[src/rtl/opstate_pkg.sv]
package opstate_pkg;
  localparam int unsigned StW  = 3;
  localparam int unsigned CmdW = 3;

  typedef enum logic [StW-1:0] {
    ST_INIT_MEM = 3'd0,
    ST_CONFIG   = 3'd1,
    ST_CFG_REQ  = 3'd2,
    ST_ACCESS   = 3'd3,
    ST_ACC_REQ  = 3'd4,
    ST_LOW_PWR  = 3'd5,
    ST_LP_ENTER = 3'd6,
    ST_LP_EXIT  = 3'd7
  } op_state_e;

  localparam logic [CmdW-1:0] CMD_INIT   = 3'd0;
  localparam logic [CmdW-1:0] CMD_CONFIG = 3'd1;
  localparam logic [CmdW-1:0] CMD_GO     = 3'd2;
  localparam logic [CmdW-1:0] CMD_SLEEP  = 3'd3;
  localparam logic [CmdW-1:0] CMD_WAKEUP = 3'd4;

  function automatic logic is_request(op_state_e s);
    return (s == ST_CFG_REQ) || (s == ST_ACC_REQ) ||
           (s == ST_LP_ENTER) || (s == ST_LP_EXIT);
  endfunction
endpackage

[src/rtl/opstate_cmd_filter.sv]
module opstate_cmd_filter
  import opstate_pkg::*;
(
  input  op_state_e       state_i,
  input  logic            cmd_valid_i,
  input  logic [CmdW-1:0] cmd_i,
  output logic            accept_o,
  output op_state_e       target_o
);
  // only settled states take commands; init and spare codes never match
  always_comb begin
    accept_o = 1'b0;
    target_o = state_i;
    if (cmd_valid_i) begin
      case (state_i)
        ST_INIT_MEM: begin
          if (cmd_i == CMD_CONFIG) begin
            accept_o = 1'b1;
            target_o = ST_CFG_REQ;
          end
        end
        ST_CONFIG: begin
          if (cmd_i == CMD_GO) begin
            accept_o = 1'b1;
            target_o = ST_ACC_REQ;
          end
        end
        ST_ACCESS: begin
          if (cmd_i == CMD_CONFIG) begin
            accept_o = 1'b1;
            target_o = ST_CFG_REQ;
          end else if (cmd_i == CMD_SLEEP) begin
            accept_o = 1'b1;
            target_o = ST_LP_ENTER;
          end
        end
        ST_LOW_PWR: begin
          if (cmd_i == CMD_WAKEUP) begin
            accept_o = 1'b1;
            target_o = ST_LP_EXIT;
          end
        end
        default: begin
          accept_o = 1'b0;
          target_o = state_i;
        end
      endcase
    end
  end
endmodule

[src/rtl/opstate_core.sv]
module opstate_core
  import opstate_pkg::*;
(
  input  logic      clk_i,
  input  logic      rst_ni,
  input  logic      accept_i,
  input  op_state_e target_i,
  input  logic      drain_done_i,
  input  logic      phy_ready_i,
  input  logic      lp_enter_ack_i,
  input  logic      lp_exit_ack_i,
  output op_state_e state_o
);
  op_state_e state_q, state_d;

  // handshakes are only looked at from the matching request state
  always_comb begin
    state_d = state_q;
    case (state_q)
      ST_CFG_REQ:  if (drain_done_i)   state_d = ST_CONFIG;
      ST_ACC_REQ:  if (phy_ready_i)    state_d = ST_ACCESS;
      ST_LP_ENTER: if (lp_enter_ack_i) state_d = ST_LOW_PWR;
      ST_LP_EXIT:  if (lp_exit_ack_i)  state_d = ST_ACCESS;
      default:     if (accept_i)       state_d = target_i;
    endcase
  end

  always_ff @(posedge clk_i or negedge rst_ni) begin
    if (!rst_ni) state_q <= ST_INIT_MEM;
    else         state_q <= state_d;
  end

  assign state_o = state_q;
endmodule

[src/rtl/opstate_out.sv]
module opstate_out
  import opstate_pkg::*;
(
  input  op_state_e state_i,
  output logic      host_en_o,
  output logic      lp_enter_req_o,
  output logic      lp_exit_req_o
);
  assign host_en_o      = (state_i == ST_ACCESS);
  assign lp_enter_req_o = (state_i == ST_LP_ENTER);
  assign lp_exit_req_o  = (state_i == ST_LP_EXIT);
endmodule

[src/rtl/opstate_ctrl.sv]
module opstate_ctrl
  import opstate_pkg::*;
(
  input  logic            clk_i,
  input  logic            rst_ni,
  input  logic            cmd_valid_i,
  input  logic [CmdW-1:0] cmd_i,
  input  logic            drain_done_i,
  input  logic            phy_ready_i,
  input  logic            lp_enter_ack_i,
  input  logic            lp_exit_ack_i,
  output logic [StW-1:0]  state_o,
  output logic            host_en_o,
  output logic            lp_enter_req_o,
  output logic            lp_exit_req_o
);
  op_state_e cur_state;
  op_state_e cmd_target;
  logic      cmd_accept;

  opstate_cmd_filter u_filter (
    .state_i     (cur_state),
    .cmd_valid_i (cmd_valid_i),
    .cmd_i       (cmd_i),
    .accept_o    (cmd_accept),
    .target_o    (cmd_target)
  );

  opstate_core u_core (
    .clk_i          (clk_i),
    .rst_ni         (rst_ni),
    .accept_i       (cmd_accept),
    .target_i       (cmd_target),
    .drain_done_i   (drain_done_i),
    .phy_ready_i    (phy_ready_i),
    .lp_enter_ack_i (lp_enter_ack_i),
    .lp_exit_ack_i  (lp_exit_ack_i),
    .state_o        (cur_state)
  );

  opstate_out u_out (
    .state_i        (cur_state),
    .host_en_o      (host_en_o),
    .lp_enter_req_o (lp_enter_req_o),
    .lp_exit_req_o  (lp_exit_req_o)
  );

  assign state_o = cur_state;
endmodule

[config.mk]
export PLATFORM = sky130hd
export DESIGN_NAME = opstate_ctrl
export DESIGN_NICKNAME = d
export VERILOG_FILES = /design/src/rtl/opstate_pkg.sv /design/src/rtl/opstate_cmd_filter.sv /design/src/rtl/opstate_core.sv /design/src/rtl/opstate_out.sv /design/src/rtl/opstate_ctrl.sv
export SDC_FILE = /design/constraint.sdc
export NUM_CORES = 1
export LEC_CHECK = 0
export ABC_AREA = 1
export BUFFER_PORTS_ARGS = -buffer_cell sky130_fd_sc_hd__buf_2
export CAP_MARGIN = 20
export CORE_AREA = 2 2 39 41
export CTS_BUF_LIST = sky130_fd_sc_hd__clkbuf_16
export CTS_CLUSTER_SIZE = 14
export DETAILED_ROUTE_END_ITERATION = 6
export DIE_AREA = 0 0 41 43
export GPL_TIMING_DRIVEN = 0
export MAX_ROUTING_LAYER = met4
export PLACE_DENSITY = 0.59
export REMOVE_ABC_BUFFERS = 1
export SLEW_MARGIN = 20
export SYNTH_ARGS = -nofsm -noshare
export SYNTH_HDL_FRONTEND = slang
export SYNTH_SLANG_ARGS = --single-unit
export TNS_END_PERCENT = 20
[constraint.sdc]
create_clock -name clk_i -period 1.8 [get_ports clk_i]
set_input_delay 0.36 -clock clk_i [delete_from_list [all_inputs] [get_ports clk_i]]
set_output_delay 0.36 -clock clk_i [all_outputs]
set_load 0.05 [all_outputs]
==> flow_metrics.tcl <==
set metrics [dict create \
    synth_largest_type_area_fraction_pct 24.32 \
    synthesis.yosys.warnings 0 \
    internal_power_mw 0.5602 \
    critical_path_class "flip-flop to primary output" \
    design.core.area_sq_um 1384 \
    grt_setup_unrepaired "no" \
    first_iter_violations 4 \
    fp.dieArea_sq_um 1763 \
    max_cap_viol_count 0 \
    placement.setup.worst_slack_ns 0.3760 \
    grt_overflow_total 0 \
    postCtsSetupRepairBufs 0 \
    dominantRegCellSynth "sky130_fd_sc_hd__dfrtp_1" \
    num_vias 445 \
    netlist.top_cell.by_area "sky130_fd_sc_hd__nand2_1" \
    slew-limit-headroom_pct 80.18 \
    hold_path_class "input pin to asynchronous set/reset pin" \
    grt.busiest_layer "met2" \
    share_comb_of_total_power_pct 53.8 \
    seq_power_share_pct 14.8 \
    grtUsageMet1_pct 15.34 \
    hold-worst-slack_ns 0.4568 \
    reported_leakage_power_nw 0.3334 \
    cts-root-buf "sky130_fd_sc_hd__clkbuf_16" \
    clk-insertion-delay-late_ns 0.23 \
    floorplan.die.width_microns 41 \
    post_cts_resize_count 0 \
    post_route_cells_drive_above_1_share_pct 32.95 \
    floorplan.die.height_microns 43 \
    synth_commonest_cells "sky130_fd_sc_hd__nand2_1, sky130_fd_sc_hd__nor2_1, sky130_fd_sc_hd__inv_1, sky130_fd_sc_hd__nand3_1, sky130_fd_sc_hd__nand2_2" \
    share_clk_of_total_power_pct 31.4 \
    first_global_vias 363 \
    antenna_found_initial 0 \
    route.detailed.drc 0 \
    timing.critical_path.required_ns 1.44 \
    reg2reg_slack_ns 0.37 \
    synthArstFlopShare_pct 100.0 \
    syn-instance-count 68 \
    max_slew_violation_count 0 \
    largest_reg_flops 3 \
    post_synth_num_cell_types 13 \
    n_antenna_cell 0 \
    grt_start_max_net_pins 9 \
    placement.cell_area_sq_um 465.4 \
    layout-area-overhead-vs-synth_pct 49.66 \
    tritoncts "yes" \
    cp-end-kind "primary output" \
    ctsHoldBuffers 1 \
    wl_per_cell_microns 8.779 \
    setup-violations-final 0 \
    final_net_count 99 \
    route.detailed.vias_per_inst 4.279 \
    tightest_slew_ns 0.2973 \
    hold_violations 0 \
    ys_seq_elements 3 \
    hpwlAfterDp_microns 646.2 \
    peakVddDrop_uv 609.7 \
    dr.pass1.iters 3 \
    cts_max_path_buffers 2 \
    filler_cell_count 159 \
    worstPathArrival_ns 1.27 \
    postRouteWirelength_microns 913 \
    worst_slack_ns 0.1733 \
    design.portCount 16 \
    start_util_pct 26.76 \
    synth_seq_area_share_pct 20.27 \
    setup_tns_ns 0 \
    rd_place_congestion 0.7952 \
    final_area_sq_um 554.3 \
    number_of_clock_sinks 3 \
    avgSynthCellArea_sq_um 5.446 \
    grt_util_met3_pct 3.141 \
    outcome "completed" \
    grt_util_all_layers_pct 12.73 \
    swShare_pct 49.65 \
    switching_power_summed_over_all_nets_mw 0.5524 \
    portBuffers 15 \
    finalCritPeriodShare_pct 90.37 \
    std_cell_rows 14 \
    h_tree_depth 1 \
    cts-buffers-inserted 3 \
    clock.fmax_ghz 0.6148 \
    fin_crit_ns 1.627 \
    synth_area_leaders "sky130_fd_sc_hd__nand2_1, sky130_fd_sc_hd__dfrtp_1, sky130_fd_sc_hd__nor2_1" \
    ant_nets 0 \
    path_clk_slew_ns 0.03 \
    fin_skew_ns 0.003003 \
    wire_length_of_the_first_global_routing_pass_microns 1428 \
    power.density_nw_per_um2 2007 \
    cp_max_fo 8 \
    type_of_element_launching_the_critical_path "flip-flop" \
    yosysMostFrequentCell "sky130_fd_sc_hd__nand2_1" \
    synth_edf_count 0 \
    grt_use_met2_pct 17.19 \
    synth_area_sq_um 370.4 \
]
## power by group through the flow
stage / Sequential [mW] / Clock (mW) / Combinational (mW)
finish: 0.165 / 0.349 / 0.598
floorplan: 0.251 / 0 / 0.387
detailed placement: 0.164 / 0 / 0.591
global route: 0.172 / 0.363 / 0.669
global placement: 0.166 / 0 / 0.592
CTS: 0.165 / 0.354 / 0.602
## metal layers
metal	vias up	part of all wire (%)
met3	2	7.7
met2	19	43
met4	0	1.6
met1	174	47
met5	-	0
li1	250	-
## final timing paths
check,end,start,depth (start not counted)
setup / recovery,lp_enter_req_o,u_core.state_o[2],3
hold / removal,u_core.state_o[0],rst_ni,2
setup reg to reg,u_core.state_o[2],u_core.state_o[1],10
hold reg to reg,u_core.state_o[1],u_core.state_o[1],2
max in group asynchronous,u_core.state_o[2],rst_ni,2
min in group clk_i,u_core.state_o[1],lp_exit_ack_i,7
## cell type report
| type | count | area, sq um | share of cell area (%) |
|---|---|---|---|
| Clock buffer | 3 | 75.07 | 13.54 |
| Inverter | 10 | 37.54 | 6.772 |
| Multi-Input combinational cell | 55 | 257.7 | 46.50 |
| Clock inverter | 1 | 3.754 | 0.6772 |
| Sequential cell | 3 | 75.07 | 13.54 |
| Timing Repair Buffer | 16 | 85.08 | 15.35 |
| Tap cell | 16 | 20.02 | 3.612 |
## critical path, stage by stage (launching register included)
cell                      delay (ns)
sky130_fd_sc_hd__dfrtp_1        0.50
sky130_fd_sc_hd__inv_2          0.11
sky130_fd_sc_hd__nor2_1         0.15
sky130_fd_sc_hd__buf_2          0.28
## logic make-up (layout without fill, tap and decap cells)
group	Yosys count	in the layout	synth area share, %
flops	3	3	20.27
simple gates	51	51	61.82
buf+inv	10	30	10.14
compound gates	4	4	7.771
## stage by stage
step / instances / util, % / power (mW)
after floorplan: 68 / - / 0.6378
after detailed placement: 99 / 33.63 / 0.7549
after CTS: 104 / 40.05 / 1.121
final: 104 / 40.05 / 1.113
after global routing: 104 / 40.05 / 1.205
after global placement: 99 / 33.63 / 0.7575
## layout by cell type (no fill, tap or decap), types with 2 or more instances in the layout
cell                        instances
sky130_fd_sc_hd__dfrtp_1            3
sky130_fd_sc_hd__clkbuf_16          3
sky130_fd_sc_hd__nand2_2            4
sky130_fd_sc_hd__nand3_1            7
sky130_fd_sc_hd__nand2_1           24
sky130_fd_sc_hd__inv_2              2
sky130_fd_sc_hd__buf_2             15
sky130_fd_sc_hd__o21ai_0            2
sky130_fd_sc_hd__inv_1              9
sky130_fd_sc_hd__nor2_1            12
sky130_fd_sc_hd__nor2_2             2
No activity file was read; power rests on OpenSTA's default activity.
